### src/rtl/srb_pkg.sv
`timescale 1ns/1ps
package srb_pkg;

    // Controller states of the bridge
    typedef enum logic [1:0] {
        ST_IDLE  = 2'd0,   // serve local accesses, route others
        ST_DRAIN = 2'd1,   // host-path access waits for empty queue
        ST_HOST  = 2'd2,   // waiting for an idle host slot to issue
        ST_RESP  = 2'd3    // host result available, complete access
    } srb_state_e;

    // Speed selector encodings
    localparam logic [1:0] SPD_1X  = 2'b00;
    localparam logic [1:0] SPD_5X  = 2'b01;
    localparam logic [1:0] SPD_20X = 2'b10;

endpackage

### src/rtl/srb_pacer.sv
`timescale 1ns/1ps
module srb_pacer
    import srb_pkg::*;
#(
    parameter int HOST_RATIO = 20,
    parameter int MID_MULT   = 5
) (
    input  logic       clk,
    input  logic       rst_n,
    input  logic [1:0] speed_sel,
    output logic       tick
);
    localparam int CW = $clog2(HOST_RATIO + 1);
    localparam logic [CW-1:0] RELOAD_1X  = CW'(HOST_RATIO - 1);
    localparam logic [CW-1:0] RELOAD_5X  = CW'(HOST_RATIO / MID_MULT - 1);
    localparam logic [CW-1:0] RELOAD_20X = '0;

    logic [CW-1:0] cnt_q;
    logic [CW-1:0] reload;

    always_comb begin
        unique case (speed_sel)
            SPD_1X:  reload = RELOAD_1X;
            SPD_5X:  reload = RELOAD_5X;
            default: reload = RELOAD_20X;
        endcase
    end

    assign tick = (cnt_q == '0);

    always_ff @(posedge clk or negedge rst_n) begin
        if (!rst_n)      cnt_q <= '0;
        else if (tick)   cnt_q <= reload;
        else             cnt_q <= cnt_q - 1'b1;
    end
endmodule

### src/rtl/srb_fifo.sv
`timescale 1ns/1ps
module srb_fifo #(
    parameter int W     = 24,
    parameter int DEPTH = 16
) (
    input  logic         clk,
    input  logic         rst_n,
    input  logic         push,
    input  logic [W-1:0] push_data,
    input  logic         pop,
    output logic [W-1:0] pop_data,
    output logic         empty,
    output logic         full
);
    localparam int PW = (DEPTH > 1) ? $clog2(DEPTH) : 1;
    localparam int CW = $clog2(DEPTH + 1);

    logic [PW-1:0]      wr_ptr, rd_ptr;
    logic [CW-1:0]      used;
    logic [DEPTH*W-1:0] flat;
    logic               do_push, do_pop;

    assign do_push = push && !full;
    assign do_pop  = pop && !empty;
    assign empty   = (used == '0);
    assign full    = (used == CW'(DEPTH));

    for (genvar i = 0; i < DEPTH; i++) begin : g_entry
        logic [W-1:0] ent_q;
        always_ff @(posedge clk) begin
            if (do_push && wr_ptr == PW'(i)) ent_q <= push_data;
        end
        assign flat[i*W +: W] = ent_q;
    end

    assign pop_data = flat[rd_ptr*W +: W];

    function automatic logic [PW-1:0] bump(input logic [PW-1:0] p);
        return (p == PW'(DEPTH - 1)) ? '0 : p + 1'b1;
    endfunction

    always_ff @(posedge clk or negedge rst_n) begin
        if (!rst_n) begin
            wr_ptr <= '0;
            rd_ptr <= '0;
            used   <= '0;
        end else begin
            if (do_push) wr_ptr <= bump(wr_ptr);
            if (do_pop)  rd_ptr <= bump(rd_ptr);
            if (do_push && !do_pop)      used <= used + 1'b1;
            else if (do_pop && !do_push) used <= used - 1'b1;
        end
    end
endmodule

### src/rtl/srb_shadow.sv
`timescale 1ns/1ps
module srb_shadow #(
    parameter int AW = 8,
    parameter int DW = 8
) (
    input  logic          clk,
    input  logic          we,
    input  logic [AW-1:0] waddr,
    input  logic [DW-1:0] wdata,
    input  logic [AW-1:0] raddr,
    output logic [DW-1:0] rdata
);
    logic [DW-1:0] mem [2**AW];

    always_ff @(posedge clk) begin
        if (we) mem[waddr] <= wdata;
    end

    // asynchronous read gives a zero-wait local access
    assign rdata = mem[raddr];
endmodule

### src/rtl/shadow_replay_bridge.sv
`timescale 1ns/1ps
module shadow_replay_bridge
    import srb_pkg::*;
#(
    parameter int ADDR_W       = 16,
    parameter int DATA_W       = 8,
    parameter int SHADOW_AW    = 8,
    parameter int FIFO_DEPTH   = 16,
    parameter int HOST_RATIO   = 20,
    parameter int MID_MULT     = 5,
    parameter int IO_SPAN_LOG2 = 12,
    parameter logic [ADDR_W-1:0] IO_BASE = 16'hD000
) (
    input  logic              clk,
    input  logic              rst_n,
    input  logic              turbo_off,
    input  logic [1:0]        speed_sel,
    input  logic              cpu_req,
    input  logic              cpu_we,
    input  logic [ADDR_W-1:0] cpu_addr,
    input  logic [DATA_W-1:0] cpu_wdata,
    output logic [DATA_W-1:0] cpu_rdata,
    output logic              cpu_ready,
    input  logic              host_slot,
    output logic              hb_valid,
    output logic              hb_we,
    output logic [ADDR_W-1:0] hb_addr,
    output logic [DATA_W-1:0] hb_wdata,
    input  logic [DATA_W-1:0] hb_rdata
);
    localparam int ENT_W = ADDR_W + DATA_W;
    localparam int TAG_W = ADDR_W - IO_SPAN_LOG2;
    localparam logic [TAG_W-1:0] IO_TAG = IO_BASE[ADDR_W-1:IO_SPAN_LOG2];

    srb_state_e       state_q, state_d;
    logic             is_io, local_path;
    logic             pace_tick;
    logic             fifo_push, fifo_empty, fifo_full;
    logic [ENT_W-1:0] fifo_out;
    logic             rep_issue, direct_issue;
    logic             shadow_we;
    logic [DATA_W-1:0] shadow_rdata;

    assign is_io      = (cpu_addr[ADDR_W-1:IO_SPAN_LOG2] == IO_TAG);
    assign local_path = !is_io && !turbo_off;

    srb_pacer #(.HOST_RATIO(HOST_RATIO), .MID_MULT(MID_MULT)) u_pacer (
        .clk       (clk),
        .rst_n     (rst_n),
        .speed_sel (speed_sel),
        .tick      (pace_tick)
    );

    srb_fifo #(.W(ENT_W), .DEPTH(FIFO_DEPTH)) u_queue (
        .clk       (clk),
        .rst_n     (rst_n),
        .push      (fifo_push),
        .push_data ({cpu_addr, cpu_wdata}),
        .pop       (rep_issue),
        .pop_data  (fifo_out),
        .empty     (fifo_empty),
        .full      (fifo_full)
    );

    srb_shadow #(.AW(SHADOW_AW), .DW(DATA_W)) u_shadow (
        .clk   (clk),
        .we    (shadow_we),
        .waddr (cpu_addr[SHADOW_AW-1:0]),
        .wdata (cpu_wdata),
        .raddr (cpu_addr[SHADOW_AW-1:0]),
        .rdata (shadow_rdata)
    );

    // state register
    always_ff @(posedge clk or negedge rst_n) begin
        if (!rst_n) state_q <= ST_IDLE;
        else        state_q <= state_d;
    end

    // next-state logic
    always_comb begin
        state_d = state_q;
        unique case (state_q)
            ST_IDLE:  if (cpu_req && !local_path) state_d = ST_DRAIN;
            ST_DRAIN: if (fifo_empty)             state_d = ST_HOST;
            ST_HOST:  if (host_slot)              state_d = ST_RESP;
            ST_RESP:                              state_d = ST_IDLE;
            default:                              state_d = ST_IDLE;
        endcase
    end

    // outputs of the controller
    always_comb begin
        cpu_ready    = 1'b0;
        shadow_we    = 1'b0;
        fifo_push    = 1'b0;
        direct_issue = 1'b0;
        unique case (state_q)
            ST_IDLE: begin
                if (cpu_req && local_path && pace_tick && !(cpu_we && fifo_full)) begin
                    cpu_ready = 1'b1;
                    shadow_we = cpu_we;
                    fifo_push = cpu_we;
                end
            end
            ST_DRAIN: ;
            ST_HOST:  direct_issue = host_slot;
            ST_RESP: begin
                cpu_ready = 1'b1;
                shadow_we = cpu_we && !is_io;
            end
            default: ;
        endcase
    end

    // replay engine: one pending write per idle host slot
    assign rep_issue = host_slot && !fifo_empty;

    assign hb_valid  = rep_issue || direct_issue;
    assign hb_we     = rep_issue ? 1'b1 : cpu_we;
    assign hb_addr   = rep_issue ? fifo_out[ENT_W-1:DATA_W] : cpu_addr;
    assign hb_wdata  = rep_issue ? fifo_out[DATA_W-1:0] : cpu_wdata;
    assign cpu_rdata = (state_q == ST_RESP) ? hb_rdata : shadow_rdata;
endmodule

### config.mk
export PLATFORM = sky130hd
export DESIGN_NAME = shadow_replay_bridge
export DESIGN_NICKNAME = d
export VERILOG_FILES = /design/src/rtl/srb_pkg.sv /design/src/rtl/srb_pacer.sv /design/src/rtl/srb_fifo.sv /design/src/rtl/srb_shadow.sv /design/src/rtl/shadow_replay_bridge.sv
export SDC_FILE = /design/constraint.sdc
export NUM_CORES = 2
export LEC_CHECK = 0
export ABC_AREA = 0
export BUFFER_PORTS_ARGS = -buffer_cell sky130_fd_sc_hd__buf_4
export CAP_MARGIN = 5
export CORE_MARGIN = 1
export CORE_UTILIZATION = 35
export CTS_CLUSTER_DIAMETER = 100
export CTS_CLUSTER_SIZE = 16
export DETAILED_ROUTE_END_ITERATION = 10
export GPL_TIMING_DRIVEN = 1
export PLACE_DENSITY = 0.55
export RECOVER_POWER = 100
export SETUP_SLACK_MARGIN = 0.5
export SYNTH_ARGS = -nofsm -noshare
export SYNTH_HDL_FRONTEND = slang
export SYNTH_HIERARCHICAL = 1
export SYNTH_SLANG_ARGS = --single-unit
### constraint.sdc
create_clock -name clk -period 6.05 [get_ports clk]
set_input_delay 0.605 -clock clk [delete_from_list [all_inputs] [get_ports clk]]
set_output_delay 0.605 -clock clk [all_outputs]
set_load 0.005 [all_outputs]
# == Word-level counts from Yosys, hierarchy flattened ==
# Memories as Yosys holds them, arrays and structs flattened.
# Cells that the tools add are included.
# word_totals
wordCells,120
mem_bits_rw,2048
input_bits,40
out_inout_bits,35
mem_count,1
register_bits,404
# mem_list
memory,words,word_bits,read_ports,rd_clocked_by_memory_dff,write_ports,line_no,source
u_shadow.mem,256,8,1,0,1,srb_shadow.sv:13,logic [DW-1:0] mem [2**AW];
# classes
mux,22
reduce_logical,44
multipliers,1
n_eq_ne,25
add_sub_neg,5
shift,1
# ops
cell,n
$shiftx 384x10->24,1
$eq 4x4->1 const B,10
$logic_and 1x1->1,28
$eq 4x3->1 const B,4
$mux 16,1
$mux 8,2
$mux 5,3
$logic_not 5->1,2
$pmux 5 s2,1
$sub 5x1->5 const B,2
$add 4x1->4 const B,2
$eq 4x2->1 const B,2
$logic_not 1->1,8
$mux 4,2
$pmux 2 s4,1
$mux 1,7
$mul 4x2->6 const B,1
$mux 2,3
$add 5x1->5 const B,1
$eq 5x5->1 const B,1
$eq 2x1->1 const B,2
$eq 2x2->1 const B,2
$eq 4x1->1 const B,1
$logic_not 2->1,2
7 further kinds,9

# == Logic depth before layout (Yosys ltp) ==
# depth
ltp_word,13
depth_mapped,14
depth_no_buf,13

# == Cells and area by module ==
# Netlist, hierarchy kept.
# modules_own_cells
mod,seq_area_each_um2,area_each_um2,n_inst,cells_per_inst
srb_shadow,61499.0,79396.1,1,3725
srb_fifo,11856.4,15558.7,1,739
shadow_replay_bridge,50.0,659.4,1,65
srb_pacer,125.1,249.0,1,22

# == Least setup slack after synthesis ==
# Ideal clock, no wire load.
# synth_timing
kind,flip-flop to flip-flop
from,register u_pacer.cnt_q[0]
to,"register u_queue.g_entry[0].ent_q[0], enable pin"
period_less_slack_ns,3.907
path_stages_with_launch,10
slack_ns,2.143
n_path_buf,1
required_ns,5.615
t_arrival_ns,3.472
setup_ns,0.435
path_cell_list,dfrtp_1 > inv_1 > ha_1 > nor4b_4 > and2_1 > nor4b_1 > a21boi_0 > buf_2 > nand2_1 > nor3_1
# synth_between
elab_chain_len,7
# synth_lines
item,line_no,source
start: declaration,srb_pacer.sv:18,logic [CW-1:0] cnt_q;
start signal: assignment,srb_pacer.sv:33,else if (tick) cnt_q <= reload;
start signal: assignment,srb_pacer.sv:34,else cnt_q <= cnt_q - 1'b1;
$logic_not 5->1,srb_pacer.sv:29,assign tick = (cnt_q == '0);
named net pace_tick,shadow_replay_bridge.sv:37,logic pace_tick;
$logic_and 1x1->1 (2 in series),shadow_replay_bridge.sv:100,if (cpu_req && local_path && pace_tick && !(cpu_we && fifo_full)) begin
$mux 1,shadow_replay_bridge.sv:100,
$mux 1,shadow_replay_bridge.sv:98,unique case (state_q)
named net fifo_push,shadow_replay_bridge.sv:38,"logic fifo_push, fifo_empty, fifo_full;"
$logic_and 1x1->1,srb_fifo.sv:23,assign do_push = push && !full;
named net u_queue.do_push,srb_fifo.sv:21,"logic do_push, do_pop;"
$logic_and 1x1->1,srb_fifo.sv:31,if (do_push && wr_ptr == PW'(i)) ent_q <= push_data;
end signal: assignment,srb_fifo.sv:31,
end: declaration,srb_fifo.sv:29,logic [W-1:0] ent_q;
# The timed path passes the listed nets, and every way through them passes these cells.
# A chain may end at the register's enable or synchronous reset.

# == Worst setup path after layout ==
# layout_timing
from,input cpu_addr[0]
to,output cpu_rdata[0]
# layout_between
elab_chain_len,2
# layout_lines
item,line_no,source
start: declaration,shadow_replay_bridge.sv:20,"input logic [ADDR_W-1:0] cpu_addr,"
$mem_v2 256x8,n/a,
named net shadow_rdata[0],shadow_replay_bridge.sv:42,logic [DATA_W-1:0] shadow_rdata;
$mux 8,shadow_replay_bridge.sv:123,assign cpu_rdata = (state_q == ST_RESP) ? hb_rdata : shadow_rdata;
end: declaration,shadow_replay_bridge.sv:22,"output logic [DATA_W-1:0] cpu_rdata,"
# The timed path passes the listed nets, and every way through them passes these cells.

==> results.json <==
{
  "antenna_found_initial": 15,
  "htreeDepth": 4,
  "slowest_stage": "clkbuf_2",
  "core_um2": 271000,
  "nFillCells": 24300,
  "die_w_um": 525,
  "holdWs_ns": 0.0962,
  "fin_total_pwr_mw": 33.6,
  "worst-slew-pin-transition_ns": 4.15,
  "cts_tree": "yes",
  "swShare_pct": 24.1,
  "rr_startpoint": "u_pacer/cnt_q[0]",
  "netlist_area_um2": 95900,
  "seqPwrFrac_pct": 56.6,
  "fmax_ghz": 0.183,
  "io_pins": 75,
  "dp.cells": 8086,
  "final_common_cell": "edfxtp_1",
  "comb_power_share_pct": 10.9,
  "fin_cells": 8308,
  "synth_sequential_area_ratio_pct": 76.7,
  "end_kind": "primary output",
  "hold_path_depth": 4,
  "async_flop_share_pct": 0.816,
  "ys_warn_count": 6,
  "met2_wirelength_mm": 118,
  "r2r_end": "u_queue/g_entry[6].ent_q[6]",
  "fin_nets": 4749,
  "path_clk_slew_ns": 0.07,
  "cellInternalPower_mw": 25.5,
  "crit_type": "input port to primary output",
  "finClkSkew_ns": 0.0526,
  "met1_length_mm": 106,
  "p_sw_mw": 8.10,
  "worst-path-buf-inv": 4,
  "start_util_pct": 35.3,
  "grt_pass1_wl_mm": 351,
  "cpPeakStageDelay_ns": 0.81,
  "hpwlAfterDp_mm": 147,
  "worst_ep_required_time_ns": 5.44,
  "hold_path.class": "input port to register",
  "cts_sinks": 2452,
  "synth_area_per_cell_um2": 21.1,
  "rows": 191,
  "vias": 46600,
  "ant_nets": 0,
  "top_layer": "met4",
  "synth_top_cell_area_share_pct": 76.2,
  "area_growth_pct": 9.79,
  "insertion_delay_ns": 0.86,
  "cts_made_buffers": 172,
  "synth_fp_nets": 4606,
  "ir_worst_vdd_uv": 324,
  "dieHeight_um": 525,
  "finalSetupViolations": 0,
  "drt_iter0_markers": 4997,
  "finalHoldViolCount": 0,
  "powerDensity_nw_per_um2": 320,
  "path_max_fanout": 47,
  "slew_viol_final": 1941,
  "clockBufferDepth": 3,
  "grt_max_degree": 161,
  "relSlewSlack_pct": -176,
  "ys.flop_type": "edfxtp_1",
  "setup_tns_ns": 0,
  "synth_area_leaders": "edfxtp_1, mux4_2, mux2i_1",
  "met3RoutedLength_mm": 17.3,
  "avgRoutedWirePerCell_um": 29.7,
  "grt_overflow": 0,
  "period_minus_slack_ns": 5.45,
  "layout_common_cells": "edfxtp_1, mux4_2, nor2_1",
  "cp_top_family": "buffers and inverters",
  "drt_drc_violations_left": 0,
  "drive_gt1_share_pct": 20.1,
  "crit_arrival_ns": 4.85,
  "p_clk_share_pct": 32.5,
  "io_buffers": 74,
  "leakagePower_nw": 31.6,
  "dr.pass1.iters": 5,
  "maxCapViolCount": 33,
  "die_area_um2": 276000,
  "status": "finished with violations",
  "fin_crit_sh_pct": 90.1,
  "startpoint_type": "input port",
  "r2r_slack_ns": 0.65,
  "wl_mm": 247,
  "synth.distinct_cells": 74,
  "reg2regPathDepth": 9,
  "rsz0062_at_grt": "no",
  "root_buffer": "clkbuf_16",
  "grt_pass1_vias": 46700,
  "grt_usage_pct": 17.6,
  "gp_congestion": 0.810,
  "hold_start": "speed_sel[0]",
  "violations": "capacitance limit, slew limit",
  "hold_end": "u_pacer/cnt_q[4]",
  "cp_cell_sequence": "buf_8 -> clkbuf_2 -> buf_4 -> mux4_2 -> mux4_2 -> nor2_1 -> a2111oi_0 -> nor3_1 -> nor4_2 -> mux2_2 -> buf_4",
  "via_per_inst": 5.61,
  "synth-edff-count": 2432,
  "synth_cells": 4551,
  "synth-seq-cells": 2452,
  "synth_largest_area_cell": "edfxtp_1"
}
## per-stage QoR
stage / setup WS, ns / util (%) / cell area (um2)
after floorplan: 2.14 / - / 95900
after CTS: 0.750 / 39.0 / 106000
after global placement: 0.535 / 37.2 / 101000
after global routing: 0.374 / 38.8 / 105000
after detailed placement: 0.782 / 37.2 / 101000
final: 0.598 / 38.8 / 105000
## repair_timing
item | in CTS | in global routing
buffers inserted | 0 | 0
gates resized for setup | 0 | 0
endpoints found under the hold margin | 49 | 0
hold buffers | 4 | 0
## synthesized netlist by cell type, types with 5 or more instances
cell type  number
buf_8          14
a32oi_1        24
mux2_4          5
buf_12         11
a211oi_1       16
nor3_1         30
buf_6          25
a22oi_1       157
buf_1          25
edfxtp_1     2432
mux2_2         32
a221oi_1       13
buf_2          53
nand2_1        45
o221ai_1       46
inv_1          13
a22o_1          9
nor4_1         25
mux4_1         10
nor2_1        301
o21ai_0        18
o22a_1          5
xnor2_1         5
clkbuf_1      122
o211ai_1       11
a21oi_1       103
nor2b_1        32
o21ai_1        26
o22ai_1        28
nand3_1        37
ha_1           14
and2_1          9
dfrtp_1        20
mux2i_1       209
nand2b_1       11
mux4_2        518
buf_4          29
nand4_1        10
## per-layer routing
metal  track usage, %  up-vias
met5                0        -
met2             28.3     1689
met3             2.96      300
met1             25.0    25400
met4             4.18        0
li1                 -    19200
## logic make-up after synthesis
group,after synthesis,synth area share [%]
xor+xnor,6,0.0548
flops,2452,76.7
buf+inv,294,1.88
fa+ha+maj,15,0.204
mux,774,15.1
compound gates,484,3.56
simple gates,526,2.52
## flip-flops by register name, indices dropped and copies added, names as in the netlist
signal / cells
state_q: 2
u_queue/g_entry.ent_q: 384
u_queue/wr_ptr: 4
u_pacer/cnt_q: 5
u_shadow/mem: 2048
u_queue/rd_ptr: 4
u_queue/used: 5
## worst max-delay path by stage
stage	startpoint	endpoint	slack [ns]	depth (start not counted)
3_3_place_gp	cpu_addr[0]	cpu_rdata[7]	0.54	11
3_5_place_dp	cpu_addr[0]	cpu_rdata[3]	0.78	9
6_report	cpu_addr[0]	cpu_rdata[0]	0.60	11
2_1_floorplan	u_pacer/cnt_q[0]	u_queue/g_entry[0].ent_q[0]	2.14	9
4_1_cts	cpu_addr[0]	cpu_rdata[3]	0.75	9
5_1_grt	cpu_wdata[4]	u_shadow/mem[2][4]	0.37	2
## final cells by class
type | instances | area (um2) | share of cell area [%]
inverters | 15 | 56.3 | 0.0535
clock buffers | 190 | 4370 | 4.15
flip-flops and latches | 2452 | 73500 | 69.9
diodes | 9 | 22.5 | 0.0214
multi-input cells | 1805 | 20600 | 19.6
repair buffers | 248 | 1800 | 1.71
well taps | 3570 | 4470 | 4.24
clock inverters | 19 | 410 | 0.390
## power groups by stage
stage | Sequential [mW] | Combinational (mW) | Clock [mW]
after detailed placement | 19.4 | 3.75 | 0
final | 19.0 | 3.66 | 10.9
after global routing | 19.1 | 3.90 | 11.7
after floorplan | 19.2 | 2.53 | 0
after global placement | 19.4 | 3.72 | 0
after CTS | 19.0 | 3.77 | 11.2
## worst register-to-register path: cells and delay by family, from the launching register on
family / cells / cell delay [ns]
fa+ha+maj: 1 / 0.22
compound gates: 1 / 0.93
flops: 1 / 0.38
simple gates: 5 / 1.72
buf+inv: 2 / 1.68
Power figures use the tool's default switching activity.
